===== src/rtl/sbl_pkg.sv =====
`timescale 1ns/1ps
package sbl_pkg;
  localparam int LEN_W = 16;

  localparam logic [7:0] SYNC_A    = 8'h70;
  localparam logic [7:0] SYNC_B    = 8'h50;
  localparam logic [7:0] RSP_ACK   = 8'h02;
  localparam logic [7:0] RSP_NACK  = 8'h20;
  localparam logic [7:0] RSP_FILL  = 8'hAA;
  localparam logic [7:0] CSUM_SEED = 8'hFF;

  typedef enum logic [1:0] {PH_HDR, PH_DATA, PH_TAIL} phase_t;

  // Byte position within a word arrives in wire order; XOR with this mask
  // gives the RAM lane (slot width 1, 2, 4 bytes).
  function automatic logic [1:0] lane_mask(input logic [7:0] width_code);
    case (width_code)
      8'h01:   return 2'b01;
      8'h02:   return 2'b11;
      default: return 2'b00;
    endcase
  endfunction
endpackage


===== src/rtl/sbl_sync.sv =====
`timescale 1ns/1ps
module sbl_sync #(
  parameter int STAGES = 2
) (
  input  logic clk,
  input  logic rst,
  input  logic sck_in,
  input  logic cs_n_in,
  input  logic mosi_in,
  output logic sck_rise,
  output logic sck_fall,
  output logic cs_act,
  output logic mosi_q
);
  logic [STAGES-1:0] sck_r, cs_r, mosi_r;
  logic              sck_d;

  always_ff @(posedge clk) begin
    if (rst) begin
      sck_r  <= '0;
      cs_r   <= '1;
      mosi_r <= '0;
      sck_d  <= 1'b0;
    end else begin
      sck_r  <= {sck_r[STAGES-2:0], sck_in};
      cs_r   <= {cs_r[STAGES-2:0], cs_n_in};
      mosi_r <= {mosi_r[STAGES-2:0], mosi_in};
      sck_d  <= sck_r[STAGES-1];
    end
  end

  assign sck_rise = sck_r[STAGES-1] & ~sck_d;
  assign sck_fall = ~sck_r[STAGES-1] & sck_d;
  assign cs_act   = ~cs_r[STAGES-1];
  assign mosi_q   = mosi_r[STAGES-1];
endmodule


===== src/rtl/sbl_shift.sv =====
`timescale 1ns/1ps
module sbl_shift (
  input  logic       clk,
  input  logic       rst,
  input  logic       sck_rise,
  input  logic       sck_fall,
  input  logic       cs_act,
  input  logic       mosi,
  input  logic [7:0] tx_byte,
  output logic       rx_valid,
  output logic [7:0] rx_byte,
  output logic       miso
);
  logic [2:0] bit_cnt;
  logic [7:0] rx_sh, tx_sh;
  logic       load_pend;

  always_ff @(posedge clk) begin
    if (rst) begin
      bit_cnt   <= '0;
      rx_sh     <= '0;
      tx_sh     <= '0;
      load_pend <= 1'b0;
      rx_valid  <= 1'b0;
      rx_byte   <= '0;
    end else begin
      rx_valid <= 1'b0;
      if (!cs_act) begin
        bit_cnt <= '0;
      end else begin
        if (sck_rise) begin
          rx_sh <= {rx_sh[6:0], mosi};
          if (bit_cnt == 3'd7) begin
            rx_valid  <= 1'b1;
            rx_byte   <= {rx_sh[6:0], mosi};
            load_pend <= 1'b1;
            bit_cnt   <= '0;
          end else begin
            bit_cnt <= bit_cnt + 3'd1;
          end
        end
        if (sck_fall) begin
          if (load_pend) begin
            tx_sh     <= tx_byte;
            load_pend <= 1'b0;
          end else begin
            tx_sh <= {tx_sh[6:0], 1'b0};
          end
        end
      end
    end
  end

  assign miso = cs_act & tx_sh[7];
endmodule


===== src/rtl/sbl_ctrl.sv =====
`timescale 1ns/1ps
module sbl_ctrl
  import sbl_pkg::*;
#(
  parameter int ADDR_W = 10
) (
  input  logic              clk,
  input  logic              rst,
  input  logic              rx_valid,
  input  logic [7:0]        rx_byte,
  output logic [7:0]        tx_byte,
  output logic              ram_we,
  output logic [ADDR_W-1:0] ram_addr,
  output logic [31:0]       ram_wdata,
  output logic              done,
  output logic              error
);
  localparam int BC_W = LEN_W + 2;
  localparam logic [LEN_W:0] DEPTH_L = (LEN_W+1)'(2**ADDR_W);

  phase_t            phase;
  logic [3:0]        hs;
  logic              pre0_ok, pre_ok, len_ok, mode_ok;
  logic [LEN_W-1:0]  len;
  logic [7:0]        csum, csum_exp;
  logic [1:0]        mask;
  logic [BC_W-1:0]   bcnt;
  logic [2:0]        tcnt;
  logic [31:0]       wbuf, word_nxt;

  logic [LEN_W:0]    len_in;
  logic              len_ok_n, last_byte, take, tail_last, tail_fill;
  logic [1:0]        lane;
  logic [2:0]        width_b;

  always_comb begin
    len_in    = {1'b0, rx_byte, len[7:0]};
    len_ok_n  = (len_in != '0) && (len_in <= DEPTH_L);
    last_byte = (bcnt == ({len, 2'b00} - BC_W'(1)));
    lane      = bcnt[1:0] ^ mask;
    word_nxt  = wbuf;
    word_nxt[{lane, 3'b000} +: 8] = rx_byte;
    width_b   = {1'b0, mask} + 3'd1;
    tail_last = ({1'b0, tcnt} == ({width_b, 1'b0} - 4'd1));
    tail_fill = (({1'b0, tcnt} + 4'd1) < {1'b0, width_b});
    take      = rx_valid &&
                (((phase == PH_HDR) && (hs == 4'd8) && len_ok && mode_ok) ||
                 (phase == PH_DATA));
  end

  always_ff @(posedge clk) begin
    if (rst) begin
      phase     <= PH_HDR;
      hs        <= '0;
      pre0_ok   <= 1'b0;
      pre_ok    <= 1'b0;
      len_ok    <= 1'b0;
      mode_ok   <= 1'b0;
      len       <= '0;
      csum      <= CSUM_SEED;
      csum_exp  <= '0;
      mask      <= '0;
      bcnt      <= '0;
      tcnt      <= '0;
      wbuf      <= '0;
      tx_byte   <= '0;
      ram_we    <= 1'b0;
      ram_addr  <= '0;
      ram_wdata <= '0;
      done      <= 1'b0;
      error     <= 1'b0;
    end else begin
      ram_we <= 1'b0;
      if (take) begin
        csum <= csum ^ rx_byte;
        wbuf <= word_nxt;
        bcnt <= bcnt + BC_W'(1);
        if (bcnt[1:0] == 2'b11) begin
          ram_we    <= 1'b1;
          ram_addr  <= bcnt[ADDR_W+1:2];
          ram_wdata <= word_nxt;
        end
        if (last_byte) begin
          phase   <= PH_TAIL;
          tcnt    <= '0;
          tx_byte <= RSP_FILL;
        end else begin
          phase   <= PH_DATA;
          tx_byte <= 8'h00;
        end
      end else if (rx_valid) begin
        if (phase == PH_TAIL) begin
          if (tail_last) begin
            done    <= (csum == csum_exp);
            error   <= (csum != csum_exp);
            phase   <= PH_HDR;
            hs      <= '0;
            tx_byte <= 8'h00;
          end else begin
            tcnt    <= tcnt + 3'd1;
            tx_byte <= tail_fill ? RSP_FILL :
                       ((csum == csum_exp) ? RSP_ACK : RSP_NACK);
          end
        end else begin
          case (hs)
            4'd0: begin
              pre0_ok <= (rx_byte == SYNC_A);
              done    <= 1'b0;
              error   <= 1'b0;
              csum    <= CSUM_SEED;
              bcnt    <= '0;
              hs      <= 4'd1;
              tx_byte <= 8'h00;
            end
            4'd1: begin
              pre_ok  <= pre0_ok && (rx_byte == SYNC_B);
              hs      <= 4'd2;
              tx_byte <= 8'h00;
            end
            4'd2: begin
              tx_byte <= pre_ok ? RSP_ACK : RSP_NACK;
              hs      <= 4'd3;
            end
            4'd3: begin
              if (pre_ok) begin
                len[7:0] <= rx_byte;
                hs       <= 4'd4;
              end else begin
                error <= 1'b1;
                hs    <= '0;
              end
              tx_byte <= 8'h00;
            end
            4'd4: begin
              len[LEN_W-1:8] <= rx_byte;
              len_ok         <= len_ok_n;
              hs             <= 4'd5;
              tx_byte        <= 8'h00;
            end
            4'd5: begin
              csum_exp <= rx_byte;
              tx_byte  <= len_ok ? RSP_ACK : RSP_NACK;
              hs       <= 4'd6;
            end
            4'd6: begin
              mode_ok <= (rx_byte <= 8'h02);
              mask    <= lane_mask(rx_byte);
              tx_byte <= 8'h00;
              hs      <= 4'd7;
            end
            4'd7: begin
              tx_byte <= (len_ok && mode_ok) ? RSP_ACK : RSP_NACK;
              hs      <= 4'd8;
            end
            default: begin
              // slot 8 reached with a rejected header
              error   <= 1'b1;
              hs      <= '0;
              tx_byte <= 8'h00;
            end
          endcase
        end
      end
    end
  end
endmodule


===== src/rtl/spi_boot_loader.sv =====
`timescale 1ns/1ps
module spi_boot_loader #(
  parameter int ADDR_W      = 10,
  parameter int SYNC_STAGES = 2
) (
  input  logic              clk,
  input  logic              rst,
  input  logic              spi_sck,
  input  logic              spi_cs_n,
  input  logic              spi_mosi,
  output logic              spi_miso,
  output logic              ram_we,
  output logic [ADDR_W-1:0] ram_addr,
  output logic [31:0]       ram_wdata,
  output logic              done,
  output logic              error
);
  logic       w_rise, w_fall, w_cs_act, w_mosi;
  logic       w_rx_valid;
  logic [7:0] w_rx_byte, w_tx_byte;

  sbl_sync #(.STAGES(SYNC_STAGES)) u_sync (
    .clk      (clk),
    .rst      (rst),
    .sck_in   (spi_sck),
    .cs_n_in  (spi_cs_n),
    .mosi_in  (spi_mosi),
    .sck_rise (w_rise),
    .sck_fall (w_fall),
    .cs_act   (w_cs_act),
    .mosi_q   (w_mosi)
  );

  sbl_shift u_shift (
    .clk      (clk),
    .rst      (rst),
    .sck_rise (w_rise),
    .sck_fall (w_fall),
    .cs_act   (w_cs_act),
    .mosi     (w_mosi),
    .tx_byte  (w_tx_byte),
    .rx_valid (w_rx_valid),
    .rx_byte  (w_rx_byte),
    .miso     (spi_miso)
  );

  sbl_ctrl #(.ADDR_W(ADDR_W)) u_ctrl (
    .clk       (clk),
    .rst       (rst),
    .rx_valid  (w_rx_valid),
    .rx_byte   (w_rx_byte),
    .tx_byte   (w_tx_byte),
    .ram_we    (ram_we),
    .ram_addr  (ram_addr),
    .ram_wdata (ram_wdata),
    .done      (done),
    .error     (error)
  );
endmodule


===== config.mk =====
export PLATFORM = sky130hd
export DESIGN_NAME = spi_boot_loader
export DESIGN_NICKNAME = d
export VERILOG_FILES = /design/src/rtl/sbl_pkg.sv /design/src/rtl/sbl_sync.sv /design/src/rtl/sbl_shift.sv /design/src/rtl/sbl_ctrl.sv /design/src/rtl/spi_boot_loader.sv
export SDC_FILE = /design/constraint.sdc
export NUM_CORES = 1
export LEC_CHECK = 0
export CORE_ASPECT_RATIO = 1.75
export CORE_UTILIZATION = 30
export DETAILED_ROUTE_END_ITERATION = 12
export PLACE_DENSITY = 0.56
export SETUP_SLACK_MARGIN = 0.15
export SYNTH_ARGS = -nofsm -noshare
export SYNTH_HDL_FRONTEND = slang
export SYNTH_SLANG_ARGS = --single-unit

===== constraint.sdc =====
create_clock -name clk -period 3.4 [get_ports clk]
set_clock_uncertainty 0.15 [all_clocks]
set_input_delay 0.34 -clock clk [delete_from_list [all_inputs] [get_ports clk]]
set_output_delay 0.34 -clock clk [all_outputs]
set_load 0.01 [all_outputs]

Yosys cells after proc, flatten, opt, wreduce, memory -nomap -nowiden --
Cells that the tools add are included. W data, S select, Z words.
Storage, ports and cells: flip-flop bits (word level) 185, input port bits 5
Cells by class: add/subtract/negate cells 8, order comparisons 3, eq/ne operators 26, shift operators 2, multiplexer cells 50, bitwise gates (word level) 11, reductions and logical operators 36
Operators by type and width (number):
- $mux W8 | 11
- $mux W18 | 4
- $bwmux W32 | 1
- $pmux W4 S8 | 1
- $shift A8 B7 Y32 const A | 1
- $shiftx A8 B7 Y32 | 1
- $reduce_and A4 Y1 | 7
- $mux W6 | 4
- $pmux W8 S3 | 1
- $mux W3 | 7
- $add A18 B1 Y18 const B | 1
- $eq A18 B18 Y1 | 1
- $sub A18 B1 Y18 const B | 1
- $eq A4 B3 Y1 const B | 4
- $eq A8 B7 Y1 const B | 2
- $le A16 B11 Y1 const B | 1
- $reduce_bool A16 Y1 | 1
- $mux W1 | 12
- $reduce_and A3 Y1 | 4
- $mux W2 | 5
- $ne A2 B1 Y1 const B | 5
- $reduce_and A5 Y1 | 2
- $reduce_bool A2 Y1 | 5
- $eq A4 B2 Y1 const B | 2
- 33 further kinds | 52

Longest topological paths before layout --
depth in word-level cells 8, mapped depth 9

Cells and area by module --
Synthesis repeated with hierarchy kept, for this count alone.
Second synthesis, totals: cell total of the unflattened synthesis 949, area total of the unflattened synthesis 8249.2 µm²
Modules (own cells, without submodules):
- sbl_ctrl | instances 1, cells an instance 807, area an instance 6760.2 µm², seq. area each 2902.8 µm²
- sbl_shift | instances 1, cells an instance 125, area an instance 1288.7 µm², seq. area each 560.5 µm²
- sbl_sync | instances 1, cells an instance 17, area an instance 200.2 µm², seq. area each 140.1 µm²

Worst setup path before layout --
Ideal clock, no wire load.
path type register to register, start point reg u_ctrl.len[2], end point reg u_ctrl.tcnt[2], setup time 116 ps, arrival time 2459 ps, data required time 3134 ps, slack 675 ps, cell stages (with the launch flop) 9, path buffers 2, clock period less this slack 2725 ps, cell sequence dfxtp_1 > buf_6 > or4_1 > buf_2 > or4_1 > a222oi_1 > and2_1 > o2111ai_1 > a41o_1
Between the ends: word-level cells in the longest chain between the ends 4
Ends and longest elaborated chain:
- from (decl) | RTL line sbl_ctrl.sv:24 | logic [LEN_W-1:0] len;
- from (signal assigned) | RTL line sbl_ctrl.sv:126 | len[7:0] <= rx_byte;
- from (signal, indexed assignment) | RTL line sbl_ctrl.sv:135 | len[LEN_W-1:8] <= rx_byte;
- $sub A18 B1 Y18 | RTL line sbl_ctrl.sv:39 | last_byte = (bcnt == ({len, 2'b00} - BC_W'(1)));
- $eq A18 B18 Y1 | RTL line sbl_ctrl.sv:39
- $ne A2 B1 Y1 (no source line)
- $reduce_and A4 Y1 (no source line)
- to (signal assigned) | RTL line sbl_ctrl.sv:100 | tcnt <= tcnt + 3'd1;
- to (decl) | RTL line sbl_ctrl.sv:28 | logic [2:0] tcnt;
No other way between the ends. A chain may end at the register's enable or synchronous reset.

Final worst setup path --
start point reg u_ctrl.len[0], end point reg u_ctrl.tcnt[2]
The elaborated chain is that of the path after synthesis.

==> out/results.tsv <==
stage	metric	value	unit
run_status	status	completed	
synthesis	top-count cell post-synth	dfxtp_1	
global_routing	largest net degree at the start of global routing	75	
worst_setup_path	critical path launch point	u_ctrl.len[0]	
worst_setup_path	r2r startpoint	u_ctrl.len[0]	
final_layout	Area Growth Syn to Fin	18.1	%
sta	final hold viol count	0	
worst_hold_path	hold crit path type	in -> reg	
detailed_routing	drt wl/cell	16.1	um
synthesis	EDFF count, synth	0	
power	Lkg Pwr	3.10	nW
worst_setup_path	CP max stage delay	0.68	ns
global_routing	first-pass GRT wire length	34800	um
synthesis	top cell type's share of synthesized area	44.3	%
worst_setup_path	WP data arrival	3.11	ns
synthesis	Yosys reg bits	179	
sta	RSZ-0062 raised after global routing	no	
final_layout	n_diodes	0	
worst_setup_path	critical path capture point type	register	
clocking	Clk Latency, worst-skew pair	0.44	ns
worst_setup_path	Cell Chain, Critical Path	or4_1 > or4_1 > a222oi_1 > and2_1 > o2111ai_1 > a41o_1	
global_routing	GR Util All Layers	16.2	%
synthesis	Synth warnings	0	
detailed_routing	detailed router's first-iteration violation count	396	
place	RD Place Congestion	0.824	
synthesis	largest cells by area after synthesis	dfxtp_1 44%, a211oi_1 6.5%, nor2_1 5.4%, a21oi_1 5.2%, nand2_1 4.5%	
floorplan	Initial Utilization	30.4	%
floorplan	Core ar.	26600	um2
clocking	CTS resizes	0	
sta	post-layout min period	2.93	ns
clocking	clk sinks	179	
worst_hold_path	hold path startpoint	rst	
clocking	root buffer cell	clkbuf_16	
synthesis	Synth area leader	dfxtp_1	
floorplan	num ports	51	
detailed_routing	post-route antenna net violation count	0	
synthesis	Main synth FF type	dfxtp_1	
clocking	cts hold-fix bufs	0	
clocking	clk slew on worst S/H paths	0.07	ns
sta	Max-slew headroom	41.8	%
sta	Pins Over Slew Limit	0	
detailed_routing	DR vias	6887	
sta	fmax	0.341	GHz
clocking	TritonCTS buffer count	17	
synthesis	Mapped Nets	986	
floorplan	chip height	219	um
final_layout	post-layout util	36.0	%
place	# port buffers	50	
floorplan	row count	79	
sta	setup total negative slack	0	ns
final_layout	filler instances	2705	
run	max_cap viols	0	
clocking	CTS tree	done	
floorplan	Die Area	27700	um2
global_routing	total grt overflow	0	
final_layout	NumNets Final	1010	
worst_setup_path	Worst EP required	3.58	ns
clocking	clock tree buffer depth	2	
place	DP Area	8940	um2
worst_setup_path	Setup CP Type	reg -> reg	
sta	Final Setup Violations	0	
place	hpwl dp	15200	um
detailed_routing	DR DRC count	0	
global_routing	vias in the first global route	6652	
synthesis	Post-synth top cells	179 x dfxtp_1, 117 x nor2_1, 96 x nand2_1	
sta	final worst-path cycle share	86.2	%
sta	Least-Margin Pin Slew	0.864	ns
worst_setup_path	reg-to-reg setup timing slack	0.47	ns
final_layout	design area	9560	um2
synthesis	Synth cell types	61	
worst_setup_path	WP buf/inv	0	
synthesis	mean area per synthesized cell	8.36	um2
worst_setup_path	startpoint types	register	
floorplan	Die Wd	126	um
synthesis	sequential share of the synthesized area	44.3	%
sta	WHS	0.152	ns
synthesis	post-synthesis async set-or-reset flop share	0	%
worst_setup_path	critical path's slowest cell	or4_1	
final_layout	share of cells above drive strength 1	7.16	%
detailed_routing	final wirelength	21400	um
global_routing	initial antenna violation count	0	
worst_setup_path	most repeated library cell on the critical path	or4_1	
power	PD cells	448	nW/um2
detailed_routing	vias per cell	5.18	
synthesis	Post-Syn Area	8100	um2
clocking	Post-CTS Setup Inserts	0	
worst_setup_path	critical path peak fanout	7	
clocking	H-tree depth	4	
synthesis	Synth Instances	968	
detailed_routing	first-pass iteration count of the detailed router	4	
worst_setup_path	CP top delay family	simple AND/OR/NAND/NOR gates	
power	worst vdd ir	336	uV
worst reg2reg max path, stage by stage (launching register included):
cell and delay [ns]:
dfxtp_1 0.35, or4_1 0.68, or4_1 0.55, a222oi_1 0.47, and2_1 0.21, o2111ai_1 0.15, a41o_1 0.26
layout make-up:
class | count | area (um2) | area share [%]
clock buffers | 17 | 425 | 4.45
clock inverters | 15 | 191 | 2.00
inverters | 18 | 67.6 | 0.707
multi-input cells | 700 | 4170 | 43.6
flip-flops and latches | 179 | 3580 | 37.5
well taps | 324 | 405 | 4.24
repair buffers | 76 | 718 | 7.51
registers in the layout (all words and copies together) (netlist names), 4 cells and up:
| register | count |
|---|---|
| u_ctrl.len | 16 |
| u_shift.tx_sh | 7 |
| u_ctrl.csum_exp | 8 |
| u_shift.rx_byte | 8 |
| u_ctrl.ram_addr | 10 |
| u_ctrl.bcnt | 18 |
| u_shift.rx_sh | 7 |
| u_ctrl.ram_wdata | 32 |
| u_ctrl.hs | 4 |
| u_ctrl.csum | 8 |
| u_ctrl.wbuf | 32 |
per-stage QoR:
| step | power (W) | instances | setup WS [ns] |
|---|---|---|---|
| after floorplan | 0.00222 | 968 | 0.675 |
| after CTS | 0.00434 | 1329 | 0.479 |
| after global placement | 0.00225 | 1297 | 0.516 |
| final | 0.00428 | 1329 | 0.468 |
| after detailed placement | 0.00225 | 1297 | 0.500 |
| after global routing | 0.00443 | 1329 | 0.369 |
metal layers:
layer	share of wire (%)	global-route usage [%]	up-vias
met5	0	0	-
met4	4.1	9.08	0
met3	2.9	2.66	51
met2	53	30.2	133
met1	40	17.1	3223
li1	-	-	3480
logic make-up after synthesis:
group / after synthesis / synth area share, %
AOI/OAI and AO/OA: 250 / 19.8
adders and majority gates: 13 / 2.01
and+or+nand+nor: 373 / 22.3
buffers and inverters: 89 / 4.31
DFF: 179 / 44.3
xor gates and xnor gates: 42 / 4.54
muxes: 22 / 2.72
final timing paths:
check,endpoint,depth (start not counted)
min,u_ctrl.bcnt[1],2
max,u_ctrl.tcnt[2],6
min reg2reg,u_sync.cs_r[1],1
max reg2reg,u_ctrl.tcnt[2],6
placed cells by master (no fill, tap or decap), drive strengths merged, types with 13 or more instances in the layout:
cell | netlist | layout
mux2i | 22 | 22
dfxtp | 179 | 179
xor2 | 27 | 27
o21ai | 42 | 42
nor2 | 117 | 117
clkdlybuf4s50 | 0 | 49
clkbuf | 59 | 17
ha | 13 | 13
xnor2 | 15 | 15
buf | 12 | 27
inv | 17 | 25
nor3 | 16 | 16
nand2 | 96 | 96
nand3 | 24 | 24
or3 | 13 | 13
a211oi | 70 | 70
nor2b | 34 | 34
a21oi | 84 | 84
report_power, final:
group | switching, W | internal (W)
Combinational | 0.0000633 | 0.0000280
Sequential | 0.00000875 | 0.00210
Clock | 0.000899 | 0.00118
Total | 0.000971 | 0.00331
(Power assumes the default switching activity.)
